===== src/rtl/wdt_pkg.sv =====
package wdt_pkg;
  localparam int PRESC_W   = 4;
  localparam int SHIFT_MAX = 7;
  localparam logic [PRESC_W-1:0] IMM_CODE = 4'd8;

  typedef struct packed {
    logic [PRESC_W-1:0] presc;
    logic               resp;
    logic               flag;
    logic               en;
  } wdt_cfg_t;
endpackage


===== src/rtl/wdt_unlock.sv =====
module wdt_unlock (
  input  logic clk,
  input  logic rst_n,
  input  logic wr_en,
  input  logic wr_key,
  output logic armed,
  output logic accept
);
  logic arm_set;

  assign accept  = wr_en & armed;
  assign arm_set = wr_en & ~armed & wr_key;

  always_ff @(posedge clk or negedge rst_n) begin
    if (!rst_n)       armed <= 1'b0;
    else if (accept)  armed <= 1'b0;
    else if (arm_set) armed <= 1'b1;
  end


  arm_set_chk: assert property (@(posedge clk) disable iff (!rst_n)
    (wr_en && !armed && wr_key) |=> armed);

  disarm_chk: assert property (@(posedge clk) disable iff (!rst_n)
    (wr_en && armed) |=> !armed);
endmodule


===== src/rtl/wdt_cfg_reg.sv =====
module wdt_cfg_reg
  import wdt_pkg::*;
(
  input  logic       clk,
  input  logic       rst_n,
  input  logic       accept,
  input  logic [7:1] wr_fields,
  input  logic       timeout,
  output wdt_cfg_t   cfg
);
  logic [PRESC_W-1:0] new_presc;
  logic               presc_ok;

  assign new_presc = wr_fields[7:4];
  assign presc_ok  = new_presc <= IMM_CODE;

  always_ff @(posedge clk or negedge rst_n) begin
    if (!rst_n) begin
      cfg <= '0;
    end else begin
      if (accept) begin
        if (presc_ok) cfg.presc <= new_presc;
        cfg.resp <= wr_fields[3];
        cfg.en   <= wr_fields[1];
      end
      if (timeout)     cfg.flag <= 1'b1;
      else if (accept) cfg.flag <= cfg.flag & wr_fields[2];
    end
  end


  reserved_keep_chk: assert property (@(posedge clk) disable iff (!rst_n)
    (accept && wr_fields[7:4] > IMM_CODE) |=> $stable(cfg.presc));
endmodule


===== src/rtl/wdt_counter.sv =====
module wdt_counter
  import wdt_pkg::*;
#(
  parameter int BASE = 512,
  parameter int CW   = 17
) (
  input  logic               clk,
  input  logic               rst_n,
  input  logic               tick,
  input  logic               run,
  input  logic               restart,
  input  logic [PRESC_W-1:0] presc,
  output logic               expire,
  output logic               imm
);
  logic [CW-1:0] cnt;
  logic [CW-1:0] limit;

  assign imm    = presc == IMM_CODE;
  assign limit  = CW'(BASE) << presc[2:0];
  assign expire = run & (imm | (tick & (cnt == limit - 1'b1)));

  always_ff @(posedge clk or negedge rst_n) begin
    if (!rst_n)                         cnt <= '0;
    else if (restart | ~run | expire)   cnt <= '0;
    else if (tick)                      cnt <= cnt + 1'b1;
  end


  cnt_range_chk: assert property (@(posedge clk) disable iff (!rst_n)
    (run && !imm) |-> cnt < limit);

  tick_gate_chk: assert property (@(posedge clk) disable iff (!rst_n)
    (!tick && !restart && !expire) |=> $stable(cnt));
endmodule


===== src/rtl/wdt_guard.sv =====
module wdt_guard
  import wdt_pkg::*;
#(
  parameter int BASE = 512
) (
  input  logic       clk,
  input  logic       rst_n,
  input  logic       tick,
  input  logic       wr_en,
  input  logic [7:0] wr_data,
  output logic [7:0] rd_data,
  output logic       sys_rst_req,
  output logic       irq,
  output logic       wd_flag
);
  localparam int CW = $clog2(BASE) + SHIFT_MAX + 1;

  logic     armed, accept, expire, imm;
  wdt_cfg_t cfg;

  wdt_unlock u_unlock (
    .clk(clk), .rst_n(rst_n), .wr_en(wr_en), .wr_key(wr_data[0]),
    .armed(armed), .accept(accept)
  );

  wdt_cfg_reg u_cfg (
    .clk(clk), .rst_n(rst_n), .accept(accept), .wr_fields(wr_data[7:1]),
    .timeout(expire), .cfg(cfg)
  );

  wdt_counter #(.BASE(BASE), .CW(CW)) u_cnt (
    .clk(clk), .rst_n(rst_n), .tick(tick), .run(cfg.en), .restart(accept),
    .presc(cfg.presc), .expire(expire), .imm(imm)
  );

  always_ff @(posedge clk or negedge rst_n) begin
    if (!rst_n) sys_rst_req <= 1'b0;
    else        sys_rst_req <= expire & (imm | ~cfg.resp);
  end

  assign rd_data = {cfg.presc, cfg.resp, cfg.flag, cfg.en, armed};
  assign irq     = cfg.flag & cfg.resp;
  assign wd_flag = cfg.flag;


  unarmed_drop_chk: assert property (@(posedge clk) disable iff (!rst_n)
    (wr_en && !armed && !wr_data[0]) |=> $stable({cfg.presc, cfg.resp, cfg.en}));

  off_quiet_chk: assert property (@(posedge clk) disable iff (!rst_n)
    !cfg.en |=> !sys_rst_req);

  irq_mode_chk: assert property (@(posedge clk) disable iff (!rst_n)
    (cfg.resp && !imm) |=> !sys_rst_req);

  rst_flag_chk: assert property (@(posedge clk) disable iff (!rst_n)
    sys_rst_req |-> wd_flag);
endmodule


===== config.mk =====
export PLATFORM = sky130hd
export DESIGN_NAME = wdt_guard
export DESIGN_NICKNAME = d
export VERILOG_FILES = /design/src/rtl/wdt_pkg.sv /design/src/rtl/wdt_unlock.sv /design/src/rtl/wdt_cfg_reg.sv /design/src/rtl/wdt_counter.sv /design/src/rtl/wdt_guard.sv
export SDC_FILE = /design/constraint.sdc
export NUM_CORES = 1
export LEC_CHECK = 0
export ABC_AREA = 1
export BUFFER_PORTS_ARGS = -buffer_cell sky130_fd_sc_hd__buf_4
export CAP_MARGIN = 10
export CORE_ASPECT_RATIO = 0.5
export CORE_MARGIN = 2
export CORE_UTILIZATION = 45
export DETAILED_ROUTE_END_ITERATION = 8
export PLACE_DENSITY = 0.65
export SETUP_SLACK_MARGIN = 0.5
export SYNTH_ARGS = -nofsm -noshare
export SYNTH_HDL_FRONTEND = slang
export SYNTH_SLANG_ARGS = --single-unit

===== constraint.sdc =====
create_clock -name clk -period 4.4 [get_ports clk]
set_input_delay 0.44 -clock clk [delete_from_list [all_inputs] [get_ports clk]]
set_output_delay 0.44 -clock clk [all_outputs]
set_load 0.005 [all_outputs]

## Word level (Yosys, flattened, before mapping)

Index checks and enable logic that the tools add are counted.

| word-level totals | value |
|---|---|
| register bits after elaboration | 26 |
| latch bits | 0 |
| bits in writable memories | 0 |
| ROM bits | 0 |
| output and inout bits | 11 |
| memories | 0 |

| operators by class | value |
|---|---|
| $add $sub $neg | 2 |
| multiply operators | 0 |
| div/mod/pow operators | 0 |
| $lt $le $gt $ge | 1 |
| eq/ne operators | 2 |
| shifts and indexed selects | 1 |
| muxes and demuxes | 6 |
| bitwise operators | 15 |
| reduce and logical (&&, ||, !) cells | 4 |

Operator list:

| kind | count |
|---|---|
| 17-bit two-way mux | 2 |
| 17-bit by 1-bit adder with 17-bit output (second input constant) | 1 |
| 17-bit == test | 1 |
| 10-bit by 3-bit << shifter with 17-bit output (first input constant) | 1 |
| 17-bit by 1-bit subtractor with 17-bit output (second input constant) | 1 |
| 1-bit bitwise AND | 8 |
| 2-bit nonzero test | 3 |
| 4-bit == test (second input constant) | 1 |
| 4-bit <= comparator (second input constant) | 1 |
| 1-bit two-way mux | 4 |
| 1-bit bitwise OR | 4 |
| 1-bit inverter | 3 |
| 2-bit AND reduction | 1 |

## Longest topological paths before layout

| depth | value |
|---|---|
| depth after elaboration | 8 |
| gate-level depth with buffers | 14 |
| mapped depth without buffers | 13 |

## Cells and area by module

A second synthesis with hierarchy kept.

| unflattened totals | value |
|---|---|
| cells, all modules | 225 |
| area, all modules | 1660.3 µm² |

Modules (own cells, without submodules):

| module | instances | cells an instance | area an instance (µm²) | sequential area each (µm²) |
|---|---|---|---|---|
| wdt_counter | 1 | 174 | 1243.7 | 425.4 |
| wdt_cfg_reg | 1 | 35 | 300.3 | 175.2 |
| wdt_guard | 1 | 8 | 63.8 | 25.0 |
| wdt_unlock | 1 | 8 | 52.6 | 25.0 |

## Worst setup path before layout

OpenSTA, ideal clock, no wires.

| timing path | value |
|---|---|
| path type | flip-flop to flip-flop |
| start point | reg, netlist name u_cfg.cfg[4] |
| end point | reg u_cnt.cnt[7] |
| arrival | 1.752 ns |
| data required time | 4.279 ns |
| slack | 2.527 ns |
| stages on the path, launching flop included | 14 |
| path buffers | 1 |
| clock period less this slack | 1.873 ns |
| cells stage by stage | dfrtp_1 nor2_2 nand2_1 ha_1 inv_1 nand2_1 nand2_1 nor2_1 nand3_1 nor2_1 nand3_2 nand3b_4 buf_6 nor2_1 |

| between the ends | value |
|---|---|
| cells in the longest elaborated chain, start to end | 8 |
| elaborated cells on any way between the ends | 10 |
| those cells by class | 1 x add/sub; 2 x eq/ne; 1 x shift; 1 x mux; 4 x bitwise; 1 x reduce/logical |

RTL lines:

| item | line | text |
|---|---|---|
| 10-bit by 3-bit << shifter with 17-bit output | wdt_counter.sv:20 | `assign limit = CW'(BASE) << presc[2:0];` |
| 17-bit by 1-bit subtractor with 17-bit output | wdt_counter.sv:21 | `assign expire = run & (imm \| (tick & (cnt == limit - 1'b1)));` |
| 17-bit == test | wdt_counter.sv:21 |  |
| 1-bit bitwise AND | wdt_counter.sv:21 |  |
| 1-bit bitwise OR (*) | wdt_counter.sv:21 |  |
| 1-bit bitwise AND (*) | wdt_counter.sv:21 |  |
| 1-bit bitwise OR (*) | wdt_counter.sv:25 | `else if (restart \| ~run \| expire) cnt <= '0;` |
| 17-bit two-way mux or 2-bit nonzero test (tied branches) | n/a |  |
| to (signal assigned) | wdt_counter.sv:26 | `else if (tick) cnt <= cnt + 1'b1;` |
| to (decl) | wdt_counter.sv:16 | `logic [CW-1:0] cnt;` |

Mark *: on every way between the ends. The rest lies on a longest branch, timed or not.
A chain may end at the register's enable or synchronous reset.

## Worst setup path after layout

| timing path | value |
|---|---|
| start point | reg, netlist name u_cfg.cfg[4] |
| end point | reg u_cnt.cnt[10] |

| between the ends | value |
|---|---|
| cells in the longest elaborated chain, start to end | 8 |
| elaborated cells on any way between the ends | 10 |
| those cells by class | 1 x add/sub; 2 x eq/ne; 1 x shift; 1 x mux; 4 x bitwise; 1 x reduce/logical |

RTL lines:

| item | line |
|---|---|
| 10-bit by 3-bit << shifter with 17-bit output | wdt_counter.sv:20 |
| 17-bit by 1-bit subtractor with 17-bit output | wdt_counter.sv:21 |
| 17-bit == test | wdt_counter.sv:21 |
| 1-bit bitwise AND | wdt_counter.sv:21 |
| 1-bit bitwise OR (*) | wdt_counter.sv:21 |
| 1-bit bitwise AND (*) | wdt_counter.sv:21 |
| 1-bit bitwise OR (*) | wdt_counter.sv:25 |
| 17-bit two-way mux or 2-bit nonzero test (tied branches) | n/a |

Marks and branches as above.

==> run metrics <==
Synth Area per Inst=7.417 µm²; worst-case reg-to-reg path depth=12; pwr/cell area=446.6 nW/µm²; # port buffers=22; Rel. slew slack=73.41%; ranking of synthesized cells by area=dfrtp_1, nand2_1, nor2_1, inv_1, nand3_1; grt ovf=0; DP Cell Count=265; FMAX=479.9 MHz; Initial Utilization=49.44%; Clock Root Buffer=clkbuf_8; CTS H-tree depth=1; row count=14; Worst VDD drop=0.0001582 V; synth unique cells=24; fin crit period=2084 ps; routability cong.=0.8625; Ant. Diodes=0; crit-path max cell delay=480 ps; RSZ-0062 raised after global routing=no; DR vias/cell=4.926; dpl hpwl=2360 µm; Via Count=1,325; Fillers=326; Min Hold Slack=59.33 ps; GRT Total Usage=18.09%; static leakage=0.8679 nW; DR DRC count=0; final std cells w/o fill=269; Worst Skew=4.918 ps; kind of cell adding the most delay to the critical path=simple AND/OR/NAND/NOR gates; CP cell instances=nor2_2 -> nand2_1 -> ha_1 -> inv_1 -> nand2_1 -> nand2_1 -> nor2_1 -> nand3_1 -> nor2_1 -> nand3_2 -> nand3b_4 -> nor2_1; CP bufs+invs=1; max-cap violations=0; most frequent cell after synthesis=nand2_1; Tot Pwr=0.7968 mW; crit share post-route=47.36%; pins over their slew limit=0; final WL=3160 µm; Hold Buf Count CTS=0; first-pass GRT wire length=5395 µm; core area=3136 µm²; ys async rst share=100.0%; Final setup viols=0; worst-path fanout max=17; synth warn=0; r2r setup slk=2320 ps; Synth Register Bits=26; net total in the final layout=244; vias in the first global route=1,248; I/O pins=23; Syn-to-layout area delta=15.09%; Fin Setup TNS=0 ps; die height=45.51 µm; area leader, netlist=dfrtp_1; Worst Max-Slew Pin Slew=395.6 ps; largest net degree at the start of global routing=27; post-cts sizing count=0; clock tree buffer depth=2; final core occ=56.90%; Startpoint Class=register; critical path data arrival time=2250 ps; ys flop type=dfrtp_1; type of the worst min-delay path=input pin to async pin; Hold Vio Cnt, Final=0; post-synth top area share=41.97%; DIE AREA=3959 µm²; Post-synth EDFFs=0; slowest cell on the critical path=dfrtp_1; antenna violations before repair=0; fraction of layout cells with a size suffix above 1=15.72%; CTS buffer count=3; area of the mapped netlist=1550 µm²; status=finished, final reports clean; FF-to-FF End=u_cnt.cnt[10]; Routed Antenna Nets=0; list of most frequent post-synthesis cells=nand2_1, nor2_1, dfrtp_1; sequential area share after synthesis=41.97%; WL/cell=11.75 µm; kind of end point of the critical path=register; crit path kind=register to register; Setup Buffers After CTS=0; clock latency on the worst-skew pair=280 ps; Post-Syn Instances=209; CTS tree=yes; DR pass1 iterations=5; CP Data Required Time=4570 ps; Clock transition at path regs=90 ps; r2r startpoint=u_cfg.cfg[4]; clock sink total=26; Initial DRC Count=59; syn nets=223; Die Wd=87.01 µm
## metal layers
metal  part of all wire, %  global-route usage (%)  wire (µm)  up-vias
li1                      -                       -          -      690
met1                    50                   23.76       1584      601
met2                    44                   29.77       1388       30
met3                   5.3                   5.072        168        4
met4                  0.60                   5.313         19        0
met5                     0                       0          0        -
## worst max path at each step
stage                     slack [ps]             to  cells past startpoint          from
final                           2320  u_cnt.cnt[10]                     12  u_cfg.cfg[4]
after global routing            2170   u_cnt.cnt[9]                     12  u_cfg.cfg[4]
after CTS                       2320  u_cnt.cnt[10]                     12  u_cfg.cfg[4]
after detailed placement        2370  u_cnt.cnt[10]                     12  u_cfg.cfg[4]
after global placement          2390   u_cnt.cnt[4]                     12  u_cfg.cfg[4]
after floorplan                 2530   u_cnt.cnt[7]                     13  u_cfg.cfg[4]
## sequential cells by signal (all words and copies together), names as in the netlist
register,cells
u_cnt.cnt,17
u_cfg.cfg,7
sys_rst_req,1
u_unlock.armed,1
## kinds of logic after synthesis
family	after synthesis	share of synthesized area [%]
xor gates and xnor gates	11	6.215
adders and majority gates	2	1.614
buffers and inverters	32	9.847
and+or+nand+nor	127	36.16
AOI/OAI and AO/OA	10	3.552
muxes	1	0.6457
DFF	26	41.97
## per-stage QoR
step	setup slack [ps]	instance area, µm²
floorplan	2527	1550
detailed placement	2373	1713
CTS	2325	1784
global placement	2388	1713
finish	2316	1784
global route	2169	1784
## cells in the final DEF (no fill, tap or decap), drive strengths merged
cell type and count:
nand2 61, nor2 37, dfrtp 26, inv 26, buf 22, nand3 20
xor2 9, o21ai 4, a21oi 4, nand4 3, nor3 3, clkbuf 3
xnor2 2, ha 2, nand3b 1, nor4 1, o22ai 1, mux2i 1
o31a 1, or2 1, bufinv 1
## report_power, final
part           internal (mW)  leakage (nW)  total [mW]  switching [mW]
clock network          0.122        0.0357       0.201          0.0789
registers              0.270         0.347       0.308          0.0380
logic                  0.126         0.485       0.288           0.163
total                  0.517         0.868       0.797           0.280
## area by class of cell
class	instances	area, µm²	share of cell area [%]
Multi-Input combinational cell	151	747.0	41.87
Inverter	26	100.1	5.610
Tap cell	40	50.05	2.805
Clock buffer	3	41.29	2.314
Timing Repair Buffer	22	165.2	9.257
Sequential cell	26	650.6	36.47
Clock inverter	1	30.03	1.683
Note: power is estimated with default switching activity, not from simulation.
